--- src/rtl/rdid_pkg.sv ---
package rdid_pkg;
  typedef enum logic [1:0] {
    ST_IDLE = 2'd0,
    ST_SCAN = 2'd1,
    ST_CAPT = 2'd2
  } seq_state_e;

  localparam logic [1:0] END_NORMAL   = 2'b00;
  localparam logic [1:0] END_ABNORMAL = 2'b01;
  localparam logic [7:0] ST1_NO_MARK  = 8'h01;
endpackage

--- src/rtl/rdid_clkdiv.sv ---
module rdid_clkdiv #(
  parameter int D0 = 6,
  parameter int D1 = 10,
  parameter int D2 = 12,
  parameter int D3 = 3,
  parameter int W  = 4
) (
  input  logic       clk,
  input  logic       rst,
  input  logic       en,
  input  logic [1:0] rate,
  output logic       tick
);
  logic [W-1:0] cnt;
  logic [W-1:0] lim;

  always_comb begin
    case (rate)
      2'd0:    lim = W'(D0 - 1);
      2'd1:    lim = W'(D1 - 1);
      2'd2:    lim = W'(D2 - 1);
      default: lim = W'(D3 - 1);
    endcase
  end

  always_ff @(posedge clk) begin
    if (rst || !en) begin
      cnt  <= '0;
      tick <= 1'b0;
    end else if (cnt == lim) begin
      cnt  <= '0;
      tick <= 1'b1;
    end else begin
      cnt  <= cnt + 1'b1;
      tick <= 1'b0;
    end
  end
endmodule

--- src/rtl/rdid_index_qual.sv ---
module rdid_index_qual #(
  parameter int SYNC_STAGES = 2,
  parameter int MIN_TICKS   = 5
) (
  input  logic clk,
  input  logic rst,
  input  logic en,
  input  logic tick,
  input  logic index_in,
  output logic idx_ok
);
  localparam int CW = $clog2(MIN_TICKS + 1);

  logic [SYNC_STAGES-1:0] sync_q;
  logic [CW-1:0]          width_q;
  logic                   lvl;

  assign lvl = sync_q[SYNC_STAGES-1];

  always_ff @(posedge clk) begin
    if (rst) sync_q <= '0;
    else     sync_q <= {sync_q[SYNC_STAGES-2:0], index_in};
  end

  // Width is measured in internal clock periods; one qualified pulse per high phase.
  always_ff @(posedge clk) begin
    if (rst || !en || !lvl) begin
      width_q <= '0;
      idx_ok  <= 1'b0;
    end else begin
      idx_ok <= 1'b0;
      if (tick && (width_q < CW'(MIN_TICKS))) begin
        width_q <= width_q + 1'b1;
        if (width_q == CW'(MIN_TICKS - 1)) idx_ok <= 1'b1;
      end
    end
  end
endmodule

--- src/rtl/rdid_ctrl.sv ---
module rdid_ctrl
  import rdid_pkg::*;
#(
  parameter int IDX_LIMIT = 2,
  parameter int ID_BYTES  = 4
) (
  input  logic                  clk,
  input  logic                  rst,
  input  logic                  cmd_valid,
  input  logic [7:0]            cmd_arg,
  input  logic [1:0]            rate_sel,
  input  logic                  idx_ok,
  input  logic                  mark_stb,
  input  logic                  byte_stb,
  input  logic [7:0]            byte_in,
  output logic                  busy,
  output logic                  irq,
  output logic                  head_sel,
  output logic [1:0]            rate_q,
  output logic [7:0]            st0,
  output logic [7:0]            st1,
  output logic [ID_BYTES*8-1:0] id_field
);
  localparam int IW = $clog2(IDX_LIMIT + 1);
  localparam int BW = (ID_BYTES > 1) ? $clog2(ID_BYTES) : 1;

  seq_state_e    state;
  logic [IW-1:0] idx_cnt;
  logic [BW-1:0] byte_cnt;
  logic [1:0]    drv_q;
  logic [7:0]    id_q [ID_BYTES];
  logic          unused_arg;

  assign unused_arg = ^cmd_arg[7:3];

  for (genvar g = 0; g < ID_BYTES; g++) begin : g_idout
    assign id_field[ID_BYTES*8-1-8*g -: 8] = id_q[g];
  end

  always_ff @(posedge clk) begin
    if (rst) begin
      state    <= ST_IDLE;
      busy     <= 1'b0;
      irq      <= 1'b0;
      head_sel <= 1'b0;
      drv_q    <= '0;
      rate_q   <= '0;
      st0      <= '0;
      st1      <= '0;
      idx_cnt  <= '0;
      byte_cnt <= '0;
      for (int i = 0; i < ID_BYTES; i++) id_q[i] <= '0;
    end else begin
      irq <= 1'b0;
      case (state)
        ST_IDLE: begin
          if (cmd_valid) begin
            head_sel <= cmd_arg[2];
            drv_q    <= cmd_arg[1:0];
            rate_q   <= rate_sel;
            idx_cnt  <= '0;
            st0      <= '0;
            st1      <= '0;
            busy     <= 1'b1;
            state    <= ST_SCAN;
          end
        end
        ST_SCAN: begin
          if (mark_stb) begin
            byte_cnt <= '0;
            state    <= ST_CAPT;
          end else if (idx_ok) begin
            if (idx_cnt == IW'(IDX_LIMIT - 1)) begin
              st0   <= {END_ABNORMAL, 3'b000, head_sel, drv_q};
              st1   <= ST1_NO_MARK;
              irq   <= 1'b1;
              busy  <= 1'b0;
              state <= ST_IDLE;
            end else begin
              idx_cnt <= idx_cnt + 1'b1;
            end
          end
        end
        ST_CAPT: begin
          if (byte_stb) begin
            id_q[byte_cnt] <= byte_in;
            if (byte_cnt == BW'(ID_BYTES - 1)) begin
              st0   <= {END_NORMAL, 3'b000, head_sel, drv_q};
              st1   <= '0;
              irq   <= 1'b1;
              busy  <= 1'b0;
              state <= ST_IDLE;
            end else begin
              byte_cnt <= byte_cnt + 1'b1;
            end
          end
        end
        default: state <= ST_IDLE;
      endcase
    end
  end
endmodule

--- src/rtl/rdid_seq.sv ---
module rdid_seq #(
  parameter int DIV_500K    = 6,
  parameter int DIV_300K    = 10,
  parameter int DIV_250K    = 12,
  parameter int DIV_1M      = 3,
  parameter int MIN_IDX_TCK = 5,
  parameter int IDX_LIMIT   = 2,
  parameter int ID_BYTES    = 4,
  parameter int SYNC_STAGES = 2
) (
  input  logic                  clk,
  input  logic                  rst,
  input  logic                  cmd_valid,
  input  logic [7:0]            cmd_arg,
  input  logic [1:0]            rate_sel,
  input  logic                  index_in,
  input  logic                  mark_stb,
  input  logic                  byte_stb,
  input  logic [7:0]            byte_in,
  output logic                  busy,
  output logic                  irq,
  output logic                  head_sel,
  output logic                  int_tick,
  output logic [7:0]            st0,
  output logic [7:0]            st1,
  output logic [ID_BYTES*8-1:0] id_field
);
  localparam int MAXD_A = (DIV_500K > DIV_300K) ? DIV_500K : DIV_300K;
  localparam int MAXD_B = (DIV_250K > DIV_1M) ? DIV_250K : DIV_1M;
  localparam int MAXD   = (MAXD_A > MAXD_B) ? MAXD_A : MAXD_B;
  localparam int DW     = $clog2(MAXD + 1);

  logic [1:0] rate_q;
  logic       idx_ok;

  rdid_clkdiv #(
    .D0(DIV_500K), .D1(DIV_300K), .D2(DIV_250K), .D3(DIV_1M), .W(DW)
  ) u_div (
    .clk(clk), .rst(rst), .en(busy), .rate(rate_q), .tick(int_tick)
  );

  rdid_index_qual #(
    .SYNC_STAGES(SYNC_STAGES), .MIN_TICKS(MIN_IDX_TCK)
  ) u_idx (
    .clk(clk), .rst(rst), .en(busy), .tick(int_tick),
    .index_in(index_in), .idx_ok(idx_ok)
  );

  rdid_ctrl #(
    .IDX_LIMIT(IDX_LIMIT), .ID_BYTES(ID_BYTES)
  ) u_ctrl (
    .clk(clk), .rst(rst), .cmd_valid(cmd_valid), .cmd_arg(cmd_arg),
    .rate_sel(rate_sel), .idx_ok(idx_ok), .mark_stb(mark_stb),
    .byte_stb(byte_stb), .byte_in(byte_in), .busy(busy), .irq(irq),
    .head_sel(head_sel), .rate_q(rate_q), .st0(st0), .st1(st1),
    .id_field(id_field)
  );
endmodule

--- config.mk ---
export PLATFORM = sky130hd
export DESIGN_NAME = rdid_seq
export DESIGN_NICKNAME = d
export VERILOG_FILES = /design/src/rtl/rdid_pkg.sv /design/src/rtl/rdid_clkdiv.sv /design/src/rtl/rdid_index_qual.sv /design/src/rtl/rdid_ctrl.sv /design/src/rtl/rdid_seq.sv
export SDC_FILE = /design/constraint.sdc
export NUM_CORES = 1
export LEC_CHECK = 0
export BUFFER_PORTS_ARGS = -buffer_cell sky130_fd_sc_hd__buf_2
export CAP_MARGIN = 20
export CELL_PAD_IN_SITES_DETAIL_PLACEMENT = 1
export CELL_PAD_IN_SITES_GLOBAL_PLACEMENT = 2
export CORE_MARGIN = 1.5
export CORE_UTILIZATION = 35
export DETAILED_ROUTE_END_ITERATION = 10
export PLACE_DENSITY = 0.92
export REMOVE_ABC_BUFFERS = 1
export SYNTH_ARGS = -nofsm -noshare
export SYNTH_HDL_FRONTEND = slang
export SYNTH_HIERARCHICAL = 1
export SYNTH_SLANG_ARGS = --single-unit
--- constraint.sdc ---
create_clock -name clk -period 2.9 [get_ports clk]
set_input_delay 0.58 -clock clk [delete_from_list [all_inputs] [get_ports clk]]
set_output_delay 0.58 -clock clk [all_outputs]
set_load 0.01 [all_outputs]
# After elaboration in Yosys (flattened, before gate mapping)
# Memory sizes are Yosys's and may differ from the RTL's.
# Cells that the tools add are included.
[classes] n_addsub=4 order_cmp=1 n_eq_ne=19 n_mux=54 bitwise=1 reduce_logical=18
[ops] cell="8-bit two-way mux" n=12
[ops] cell="8-bit case mux with 3 select lines" n=2
[ops] cell="2-bit two-way mux" n=14
[ops] cell="1-bit two-way mux" n=20
[ops] cell="2-bit != test, second input constant" n=7
[ops] cell="4-bit case mux with 3 select lines" n=1
[ops] cell="5-bit AND reduction" n=2
[ops] cell="2-bit case mux with 2 select lines" n=2
[ops] cell="8-bit OR reduction" n=1
[ops] cell="7-bit AND reduction" n=1
[ops] cell="2-bit by 1-bit == test with 1-bit output, second input constant" n=3
[ops] cell="2-bit == test, second input constant" n=3
[ops] cell="2-bit case mux with 3 select lines" n=1
[ops] cell="2-bit by 1-bit adder with 2-bit output, second input constant" n=2
[ops] cell="4-bit by 1-bit adder with 4-bit output, second input constant" n=1
[ops] cell="4-bit == test" n=1
[ops] cell="2-bit logical NOT" n=2
[ops] cell="2-bit by 1-bit != test with 1-bit output, second input constant" n=2
[ops] cell="4-bit AND reduction" n=1
[ops] cell="2-bit nonzero test" n=2
[ops] cell="2-bit OR reduction" n=2
[ops] cell="3-bit by 1-bit adder with 3-bit output, second input constant" n=1
[ops] cell="3-bit == test, second input constant" n=1
[ops] cell="3-bit < comparator, second input constant" n=1
[ops] cell="10 further kinds" n=12
[word_totals] register_bits=40 mem_bits_rw=32 input_bits=24 out_inout_bits=52 elab_cells=113 mem_count=1
[memory_table] name="u_ctrl.id_q" words=4 width=8 read_ports=4 rd_ports_with_merged_regs=0 wr=4 line="rdid_ctrl.sv:31" source="logic [7:0] id_q [ID_BYTES];"

# Depth between registers and ports, before layout
[logic_depth] depth_word=6 ltp_mapped=7 ltp_nobuf=6

# Modules after synthesis
# Netlist, hierarchy kept.
[by_module_without_submodules] mod="rdid_ctrl" n_inst=1 cells_per_inst=185 area_each_um2=2200.9 seq_area_each_um2=1301.2
[by_module_without_submodules] mod="rdid_clkdiv" n_inst=1 cells_per_inst=27 area_each_um2=279.0 seq_area_each_um2=100.1
[by_module_without_submodules] mod="rdid_index_qual" n_inst=1 cells_per_inst=26 area_each_um2=260.2 seq_area_each_um2=120.1

# Worst setup path after synthesis
# No wires, ideal clock.
[synth_timing] path_kind="reg-to-reg" startpoint="register u_ctrl.state[0]" endpoint="memory u_ctrl.id_q[1][0], enable pin" setup_time_ps=310 arrival_time_ps=1418 t_required_ps=2590 path_slack_ps=1172 stages_incl_launch_ff=6 n_path_buf=0 synth_period_minus_slack_ps=1728 path_cell_list="dfxtp_1 > inv_1 > ha_1 > nand2_1 > nor4b_2 > or2_2"
[synth_rtl] element="from (decl)" line="rdid_ctrl.sv:27" source="seq_state_e state;"
[synth_rtl] element="from (signal assigned)" line="rdid_ctrl.sv:42" source="state <= ST_IDLE;"
[synth_rtl] element="from (signal assigned)" line="rdid_ctrl.sv:65" source="state <= ST_SCAN;"
[synth_rtl] element="from (signal assigned)" line="rdid_ctrl.sv:71" source="state <= ST_CAPT;"
[synth_rtl] element="to (decl)" line="rdid_ctrl.sv:31"

# Worst setup path after layout
[layout_timing] startpoint="register u_ctrl.state[0]" endpoint="register u_ctrl.st0[6]"
[layout_between] elab_chain_len=3 word_cells_on_any_way=12 cone_classes="eq/ne: 8; mux: 1; reduce/logical: 3"
[layout_lines] element="2-bit by 1-bit == test with 1-bit output (tied with other cells)" line="rdid_ctrl.sv:55" source="case (state)"
[layout_lines] element="2-bit by 1-bit != test with 1-bit output (no line) (tied with other cells)"
[layout_lines] element="7-bit AND reduction (no line)"
[layout_lines] element="to (signal assigned)" line="rdid_ctrl.sv:74" source="st0 <= {END_ABNORMAL, 3'b000, head_sel, drv_q};"
[layout_lines] element="to (signal assigned)" line="rdid_ctrl.sv:88" source="st0 <= {END_NORMAL, 3'b000, head_sel, drv_q};"
[layout_lines] element="to (decl)" line="rdid_ctrl.sv:20" source="output logic [7:0] st0,"
# Parallel ways exist; a longest one is shown, timed or not.
# A chain may end at the register's enable or synchronous reset.

==> flow_metrics.tcl <==
set metrics [dict create \
    cts_hold_buf 0 \
    insertion_delay_ps 340 \
    grt_overflow 0 \
    irDropWorstVdd_mv 0.2270 \
    crit_type "flip-flop to flip-flop" \
    vias 1930 \
    cp-start-kind "flip-flop" \
    yosys.area.top_type "edfxtp_1" \
    synthCells 238 \
    start_util_pct 35.83 \
    relSlewSlack_pct 51.08 \
    cp_slowest_stage_delay_ps 600 \
    ys_warn_count 6 \
    antenna_found_initial 0 \
    crit_path_start "u_ctrl/state[0]$_SDFFE_PP0P_" \
    crit_slowest_cell "a2111oi_4" \
    asyncSetResetFlopFracSynth_pct 0 \
    first_iter_violations 48 \
    drive_gt1_share_pct 29.32 \
    hold_path_class "flip-flop to flip-flop" \
    p_leak_nw 1.391 \
    cts_sinks 60 \
    num_antenna_cells 0 \
    crit_buf_inv 1 \
    synth_area_leaders "edfxtp_1 (35%), dfxtp_1 (20%), and2_1 (7.3%), ha_1 (5.5%), buf_4 (3.6%)" \
    synth_top_area_share_pct 35.07 \
    core-area_sq_um 7647 \
    tns_ps 0 \
    period_minus_slack_ps 2083 \
    ioPinCount 76 \
    port_buffers 59 \
    cp_cell_sequence "inv_1 -> ha_1 -> nor2b_2 -> a2111oi_4 -> mux2i_1 -> nor2_2" \
    nets 339 \
    route.detailed.drc 0 \
    cp.depth 6 \
    clk_pin_slew_ps 60 \
    numCtsBuffers 9 \
    synth_edf_count 32 \
    reg2reg_depth 6 \
    worstPathRequired_ps 3130 \
    critPathCaptureType "flip-flop" \
    drv_cap 0 \
    ant_nets 0 \
    setup_ws_ps 816.9 \
    synth_area_per_cell_sq_um 11.51 \
    cp.arrival_ps 2310 \
    die_w_um 91.48 \
    ys_seq_area_share_pct 55.53 \
    pwr_density_cell_nw_per_um2 594.5 \
    grt_pass1_vias 1910 \
    cp_max_fo 11 \
    wl_met2_mm 3.088 \
    dr.max_layer_used "met4" \
    areaGrowthSynthToFinish_pct 19.77 \
    worst-r2r-setup-slack_ps 820 \
    fmax_ghz 0.4801 \
    grt_pass1_wl_mm 9.556 \
    finalCritPeriodShare_pct 71.83 \
    clock-skew-final_ps 5.020 \
    report.final.slew_viol_count 0 \
    post_cts_resize_count 0 \
    synth.cells.most_frequent "and2_1 (32), edfxtp_1 (32), dfxtp_1 (28)" \
    synth_area_sq_um 2740 \
    rsz0062_at_grt "false" \
    hpwl_mm 4.305 \
    first_pass_iters 4 \
    wl_mm 5.977 \
    vias_per_cell 4.719 \
    fin_util_pct 42.92 \
    worst_pin_slew_ps 732.2 \
    synth-seq-cells 60 \
    crit_end "u_ctrl/st0[6]$_SDFFE_PP0P_" \
    post_cts_buffers 0 \
    cts_max_level 3 \
    wl_met1_mm 2.601 \
    route.met3.wl_um 190 \
    dieArea_sq_um 8369 \
    cts_tree "built" \
    grt_usage_pct 15.22 \
    clockBufferDepth 2 \
    synth_cell_type_count 46 \
    die_y_um 91.48 \
    status "complete, no violations" \
    rows 32 \
    post-place-ws_ps 813.4 \
    place_congestion 0.7695 \
    cp_top_family "compound AO/OA/AOI/OAI gates" \
    r2r_start "u_ctrl/state[0]$_SDFFE_PP0P_" \
    setup_violations 0 \
    hold_violations 0 \
    root_buffer "clkbuf_8" \
    ys.flop_type "edfxtp_1" \
    timing.rr.end "u_ctrl/st0[6]$_SDFFE_PP0P_" \
    grt_start_max_net_pins 25 \
    wire_per_inst_um 14.61 \
]
-- cell type report --
cell class                      count  area, sq um
Sequential cell                    60         1521
Multi-Input combinational cell    163         1112
Inverter                            8        30.03
Clock buffer                        9        123.9
Clock inverter                      6        56.30
Fill cell                         864         4365
Tap cell                          102        127.6
Timing Repair Buffer               61        310.3
-- through the flow --
step	hold slack, ps	cell area (sq um)	power, mW	cells
2_1_floorplan	413.8	2664	1.163	231
3_3_place_gp	427.4	3102	1.258	394
3_5_place_dp	447.9	3102	1.267	394
4_1_cts	446.3	3282	1.976	409
5_1_grt	461.0	3282	2.040	409
6_report	456.9	3282	1.951	409
-- metal layers --
layer | up-vias | GRT usage [%]
met5 | - | 0
met4 | 0 | 6.510
met3 | 11 | 5.193
met2 | 33 | 24.81
met1 | 947 | 18.20
li1 | 939 | -
-- cells by family after synthesis --
group                    Yosys count  synth area share (%)
buffers and inverters             25                 5.251
multiplexers                       4                 1.507
XOR/XNOR                           6                 1.918
AND/OR/NAND/NOR                  100                 21.87
flip-flops                        60                 55.53
adder cells (fa/ha/maj)           12                 5.479
AO/OA/AOI/OAI                     30                 8.311
other                              1                0.1369
-- worst min-delay path by stage --
stage / startpoint / to / slack (ps) / depth (start not counted)
after CTS: index_in / u_idx/sync_q[0]$_SDFF_PP0_ / 450 / 2
after global routing: index_in / u_idx/sync_q[0]$_SDFF_PP0_ / 460 / 2
after detailed placement: u_idx/sync_q[0]$_SDFF_PP0_ / u_idx/sync_q[1]$_SDFF_PP0_ / 450 / 1
after global placement: u_idx/sync_q[0]$_SDFF_PP0_ / u_idx/sync_q[1]$_SDFF_PP0_ / 430 / 1
after floorplan: u_idx/sync_q[0]$_SDFF_PP0_ / u_idx/sync_q[1]$_SDFF_PP0_ / 410 / 1
final: u_idx/sync_q[0]$_SDFF_PP0_ / u_idx/sync_q[1]$_SDFF_PP0_ / 460 / 1
-- state kept, by name, summed over array words and instances, names as in the netlist, 2 cells and up --
signal           flops
u_ctrl/idx_cnt       2
u_ctrl/st0           4
u_div/cnt            4
u_idx/sync_q         2
u_ctrl/rate_q        2
u_ctrl/id_q         32
u_ctrl/state         2
u_ctrl/drv_q         2
u_ctrl/byte_cnt      2
u_idx/width_q        3
-- report_power, final --
group          total, mW  internal (mW)  switching [mW]
Clock              0.701          0.384           0.317
Sequential         0.963          0.935          0.0277
Combinational      0.287          0.109           0.178
Total               1.95           1.43           0.523
-- cell usage in the layout (no fill, tap or decap), types with 2 or more instances in the layout --
| master | instances |
|---|---|
| o21ai_0 | 5 |
| conb_1 | 11 |
| buf_4 | 2 |
| a211oi_1 | 6 |
| nand2_1 | 13 |
| clkinv_1 | 2 |
| nand3_1 | 12 |
| edfxtp_1 | 32 |
| nor2_1 | 13 |
| nand2b_1 | 10 |
| mux2i_1 | 3 |
| xor2_1 | 4 |
| or2_2 | 2 |
| a211o_1 | 2 |
| xnor2_1 | 2 |
| a32oi_1 | 2 |
| and2_1 | 32 |
| clkinv_2 | 2 |
| inv_2 | 2 |
| inv_1 | 6 |
| buf_2 | 59 |
| a21oi_1 | 7 |
| nor3_1 | 3 |
| ha_1 | 12 |
| clkbuf_8 | 9 |
| nor2b_1 | 3 |
| dfxtp_1 | 28 |
Power figures use the tool's default switching activity.
